### config.mk
export PLATFORM = sky130hd
export DESIGN_NAME = wdt_regcore
export DESIGN_NICKNAME = d
export VERILOG_FILES = /design/src/rtl/wdt_regcore.sv
export SDC_FILE = /design/constraint.sdc
export NUM_CORES = 1
export LEC_CHECK = 0
export BUFFER_PORTS_ARGS = -buffer_cell sky130_fd_sc_hd__buf_2
export CORE_AREA = 8 8 85 87
export DETAILED_ROUTE_END_ITERATION = 8
export DIE_AREA = 0 0 93 95
export GPL_TIMING_DRIVEN = 0
export PLACE_DENSITY = 0.72
export SYNTH_ARGS = -nofsm -noshare
export SYNTH_HDL_FRONTEND = slang
export SYNTH_SLANG_ARGS = --single-unit
### constraint.sdc
create_clock -name clk -period 6 [get_ports clk]
set_input_delay 0.3 -clock clk [delete_from_list [all_inputs] [get_ports clk]]
set_output_delay 0.3 -clock clk [all_outputs]
set_load 0.1 [all_outputs]
### src/rtl/wdt_regcore.sv
module wdt_regcore #(
  parameter int TICKS_PER_SEC = 1000,
  parameter int TO_MIN        = 3,
  parameter int TO_DEFAULT    = 30,
  parameter int PW_DEFAULT    = 100,
  parameter logic [7:0] FW_MAJOR = 8'h01,
  parameter logic [7:0] FW_MINOR = 8'h07,
  parameter logic [7:0] BL_MAJOR = 8'h03,
  parameter logic [7:0] BL_MINOR = 8'h02
) (
  input  logic       clk,
  input  logic       rst_n,
  input  logic       tick_ms,
  input  logic       bus_we,
  input  logic       bus_re,
  input  logic [7:0] bus_addr,
  input  logic [7:0] bus_wdata,
  output logic [7:0] bus_rdata,
  output logic       rst_out
);
  localparam int PSW = (TICKS_PER_SEC > 2) ? $clog2(TICKS_PER_SEC) : 1;
  localparam logic [PSW-1:0] PS_LAST = PSW'(TICKS_PER_SEC - 1);

  localparam logic [7:0] A_FWMAJ = 8'h01, A_FWMIN = 8'h02, A_BLMAJ = 8'h03,
                         A_BLMIN = 8'h04, A_CAUSE = 8'h05, A_STATE = 8'h06,
                         A_TMO   = 8'h07, A_LEFT  = 8'h08, A_PING  = 8'h09,
                         A_PULSE = 8'h0A;

  localparam logic [1:0] ST_INIT = 2'd0, ST_STOP = 2'd1, ST_RUN = 2'd2;
  localparam logic [7:0] CAUSE_POR = 8'd0, CAUSE_WDT = 8'd1;

  logic [1:0]     st_q;
  logic [7:0]     tmo_q, pw_q, left_q, pcnt_q, cause_q;
  logic [PSW-1:0] ps_q;

  wire wr_state = bus_we && bus_addr == A_STATE;
  wire wr_tmo   = bus_we && bus_addr == A_TMO;
  wire wr_pulse = bus_we && bus_addr == A_PULSE;
  wire wr_ping  = bus_we && bus_addr == A_PING;
  wire do_start = wr_state && bus_wdata == 8'd2;
  wire do_stop  = wr_state && bus_wdata == 8'd1;
  wire do_ping  = wr_ping && bus_wdata == 8'd0;
  wire counting = st_q == ST_RUN && !rst_out && tick_ms;
  wire sec_step = counting && ps_q == PS_LAST;

  always_ff @(posedge clk or negedge rst_n) begin
    if (!rst_n) begin
      st_q    <= ST_INIT;
      tmo_q   <= 8'(TO_DEFAULT);
      pw_q    <= 8'(PW_DEFAULT);
      left_q  <= 8'd0;
      pcnt_q  <= 8'd0;
      cause_q <= CAUSE_POR;
      ps_q    <= '0;
      rst_out <= 1'b0;
    end else begin
      if (rst_out && tick_ms) begin
        pcnt_q <= pcnt_q - 8'd1;
        if (pcnt_q == 8'd1) rst_out <= 1'b0;
      end
      if (wr_tmo && bus_wdata >= 8'(TO_MIN)) tmo_q <= bus_wdata;
      if (wr_pulse && bus_wdata != 8'd0) pw_q <= bus_wdata;
      if (do_start) begin
        st_q   <= ST_RUN;
        left_q <= tmo_q;
        ps_q   <= '0;
      end else if (do_stop) begin
        st_q <= ST_STOP;
      end else if (do_ping) begin
        left_q <= tmo_q;
        ps_q   <= '0;
      end else if (counting) begin
        if (sec_step) begin
          ps_q <= '0;
          if (left_q <= 8'd1) begin
            left_q  <= 8'd0;
            st_q    <= ST_INIT;
            rst_out <= 1'b1;
            pcnt_q  <= pw_q;
            cause_q <= CAUSE_WDT;
          end else begin
            left_q <= left_q - 8'd1;
          end
        end else begin
          ps_q <= ps_q + 1'b1;
        end
      end
    end
  end

  always_ff @(posedge clk or negedge rst_n) begin
    if (!rst_n) bus_rdata <= 8'd0;
    else if (bus_re) begin
      case (bus_addr)
        A_FWMAJ: bus_rdata <= FW_MAJOR;
        A_FWMIN: bus_rdata <= FW_MINOR;
        A_BLMAJ: bus_rdata <= BL_MAJOR;
        A_BLMIN: bus_rdata <= BL_MINOR;
        A_CAUSE: bus_rdata <= cause_q;
        A_STATE: bus_rdata <= {6'd0, st_q};
        A_TMO:   bus_rdata <= tmo_q;
        A_LEFT:  bus_rdata <= left_q;
        A_PULSE: bus_rdata <= pw_q;
        default: bus_rdata <= 8'd0;
      endcase
    end
  end

  a_r3_timeout_range: assert property (@(posedge clk) disable iff (!rst_n)
    tmo_q >= 8'(TO_MIN));
  a_r4_pulse_nonzero: assert property (@(posedge clk) disable iff (!rst_n)
    pw_q != 8'd0);
  a_r5_state_legal: assert property (@(posedge clk) disable iff (!rst_n)
    st_q != 2'd3);
  a_r5_stop_freezes: assert property (@(posedge clk) disable iff (!rst_n)
    (st_q == ST_STOP && !bus_we) |=> $stable(left_q));
  a_r6_single_step: assert property (@(posedge clk) disable iff (!rst_n)
    !bus_we |=> (left_q == $past(left_q) || left_q == $past(left_q) - 8'd1));
  a_r7_ping_reload: assert property (@(posedge clk) disable iff (!rst_n)
    do_ping |=> left_q == $past(tmo_q) && !$rose(rst_out));
  a_r8_cause_on_pulse: assert property (@(posedge clk) disable iff (!rst_n)
    $rose(rst_out) |-> cause_q == CAUSE_WDT && st_q == ST_INIT);
  a_r10_cause_sticky: assert property (@(posedge clk) disable iff (!rst_n)
    cause_q == CAUSE_WDT |=> cause_q == CAUSE_WDT);
endmodule

==> results_dict.tcl <==
set metrics [dict create \
    setup_slack_ns 3.43 \
    worstReg2RegEnd "pcnt_q[3]" \
    dr.pass1.iters 5 \
    seq_area_frac_synth 0.441 \
    fin_util 0.589 \
    die_width_um 93 \
    max_cap_violations 0 \
    antenna_found_initial 0 \
    synth_edf_count 0 \
    synth-async-reset-ratio 1.00 \
    setup_tns_ns 0 \
    reg2reg_slack_ns 3.43 \
    end_kind "flop" \
    fin_crit_sh 0.428 \
    wl_per_cell_um 18.6 \
    grt_max_degree 55 \
    avgSynthCellArea_um2 10.1 \
    layout.nets 365 \
    yosys_warnings 0 \
    grt_pass1_vias 2544 \
    slowest_stage "nor3_4" \
    crit_arrival_ns 2.78 \
    cp_slowest_stage_delay_ns 0.50 \
    coreArea_um2 5820 \
    crit_fanout 10 \
    diodes 0 \
    postCtsSetupBuffers 0 \
    grt_overflow 0 \
    die_h_um 95 \
    vias 2612 \
    timing.fmax_mhz 389 \
    synth.distinct_cells 61 \
    numCtsBuffers 5 \
    rsz0062_at_grt "no" \
    finalHoldViolCount 0 \
    wirelength_um 7730 \
    ys_ff_latch 54 \
    io_pins 30 \
    relSlewSlack 0.213 \
    area_growth_pct 11.2 \
    worst-setup-path-type "flop to flop" \
    cts_hold_buf 0 \
    syn_area_um2 3080 \
    hpwl_um 5820 \
    start_util 0.530 \
    std_cell_rows 28 \
    pre_cts_slack_ns 3.38 \
    grt_pass1_wl_um 12900 \
    path_clk_slew_ns 0.11 \
    drt_iter0_drc 234 \
    clk_path_buf_depth 2 \
    finClkSkew_ns 0.0126 \
    drc 0 \
    gp_congestion 0.938 \
    r2r_start "left_q[7]" \
    htree_levels 2 \
    period_needed_ns 2.57 \
    rr_worst_depth 6 \
    synthFlopType "dfrtp_1" \
    worstSkewPairLatency_ns 0.32 \
    start_kind "flop" \
    power_mw 0.666 \
    syn_nets 331 \
    antenna_left 0 \
    status "finished clean" \
    cts-root-buf "clkbuf_8" \
    portBuffers 27 \
    setup_viol 0 \
    clkSinkCount 54 \
    slew_viol_final 0 \
    grtUsageTotal 0.184 \
    leakagePower_nw 1.50 \
    peakVddDrop_uv 119 \
    cp_cell_sequence "nor4_1 > nor2b_1 > and2_1 > nand2_2 > nor3_4 > mux2_2" \
    netlist_instances 305 \
    cts_resized 0 \
    power.density_nw_per_um2 194 \
    die_area_um2 8840 \
    min_path_type "primary input to async pin" \
    vias_per_cell 6.29 \
    cts_tree "yes" \
    tightest_slew_ns 1.18 \
    hold_ws_ns 0.206 \
    layout-drive-gt1-share 0.253 \
    crit_required_ns 6.21 \
]
[per-stage QoR]
stage | cells | instance area [um^2]
final | 415 | 3430
after global routing | 415 | 3430
after CTS | 415 | 3430
after detailed placement | 407 | 3310
after global placement | 407 | 3310
after floorplan | 305 | 3080
[report_power, final]
| group | switching [mW] | internal [mW] | total, mW |
|---|---|---|---|
| sequential | 0.00561 | 0.371 | 0.376 |
| clock | 0.127 | 0.127 | 0.253 |
| combinational | 0.0235 | 0.0123 | 0.0358 |
| total | 0.156 | 0.510 | 0.666 |
[final cells by class]
class,instances,area (um^2)
flip-flops and latches,54,1360
fillers,523,2390
repair buffers,27,135
well taps,75,93.8
plain buffers,9,40.0
clock inverters,3,47.5
inverters,19,71.3
clock buffers,5,68.8
multi-input cells,223,1610
[registers in the layout, summed over array words and instances, names as in the netlist]
signal,flops
rst_out,1
bus_rdata,8
ps_q,10
st_q,2
pw_q,8
tmo_q,8
pcnt_q,8
left_q,8
cause_q,1
[Yosys cell counts (2+ instances only)]
master	number	area [um^2]
nor2b_1	4	25.0
nor4_2	2	25.0
a211oi_1	3	22.5
mux2i_1	2	20.0
o21ai_0	18	90.1
buf_2	2	10.0
nor3b_1	2	15.0
xor2_1	4	35.0
o31ai_1	5	37.5
a21oi_1	12	60.1
a222oi_1	5	50.1
xnor2_1	5	43.8
nand4_1	3	18.8
nor4_4	2	42.5
or3_1	4	25.0
or2_2	2	12.5
o211ai_1	2	15.0
a221oi_1	4	35.0
nand3_1	16	80.1
a32o_1	3	30.0
a31oi_1	3	18.8
nor3_2	2	20.0
mux2_2	22	248
dfstp_2	7	184
o22ai_1	11	68.8
dfrtp_1	47	1180
clkbuf_1	5	18.8
nand2_1	21	78.8
nor2_1	14	52.6
inv_1	19	71.3
nor3_1	14	70.1
nor4_1	3	18.8
and2_1	2	12.5
and3_1	4	25.0
ha_1	5	62.6
[worst max-delay path by stage]
stage	cells after the start	slack [ns]	to	start
4_1_cts	6	3.45	pcnt_q[6]	left_q[7]
3_5_place_dp	7	3.38	ps_q[4]	bus_wdata[2]
6_report	6	3.43	pcnt_q[3]	left_q[7]
2_1_floorplan	5	3.36	pcnt_q[0]	rst_out
5_1_grt	5	3.29	pcnt_q[3]	rst_out
3_3_place_gp	7	3.40	ps_q[5]	bus_wdata[2]
[worst max-delay path, delay by kind of cell (launching register included)]
family        cells  cell delay, ns
flops             1            0.46
mux               1            0.40
simple gates      5            1.59
[placed cells by master, fill, tap and decap left out, types with 3 or more instances in the layout]
cell      count
dfrtp_1      47
clkbuf_1      5
a32o_1        3
xnor2_1       5
xor2_1        4
nor2b_1       4
and3_1        4
a31oi_1       3
nand3_1      16
dfstp_2       7
nand2_1      21
a222oi_1      5
buf_2        29
mux2_2       22
o21ai_0      18
a221oi_1      4
ha_1          5
or3_1         4
nand4_1       3
nor4_1        3
inv_1        19
a211oi_1      3
nor3_1       14
o22ai_1      11
nor2_1       14
o31ai_1       5
clkbuf_8      5
a21oi_1      12
[cell families after synthesis]
group                    share of synthesized area
XOR/XNOR                                    0.0256
buffers and inverters                       0.0361
AND/OR/NAND/NOR                              0.215
flip-flops                                   0.441
multiplexers                                0.0869
adder cells (fa/ha/maj)                     0.0203
AO/OA/AOI/OAI                                0.175
[metal layers]
metal | share of wire | wire, um | global-route usage | vias to the layer above
li1 | - | - | - | 1219
met1 | 0.43 | 3320 | 0.233 | 1302
met2 | 0.49 | 3810 | 0.301 | 79
met3 | 0.059 | 456 | 0.0365 | 12
met4 | 0.019 | 145 | 0.0738 | 0
met5 | 0 | 0 | 0 | -
Power figures use the tool's default switching activity.
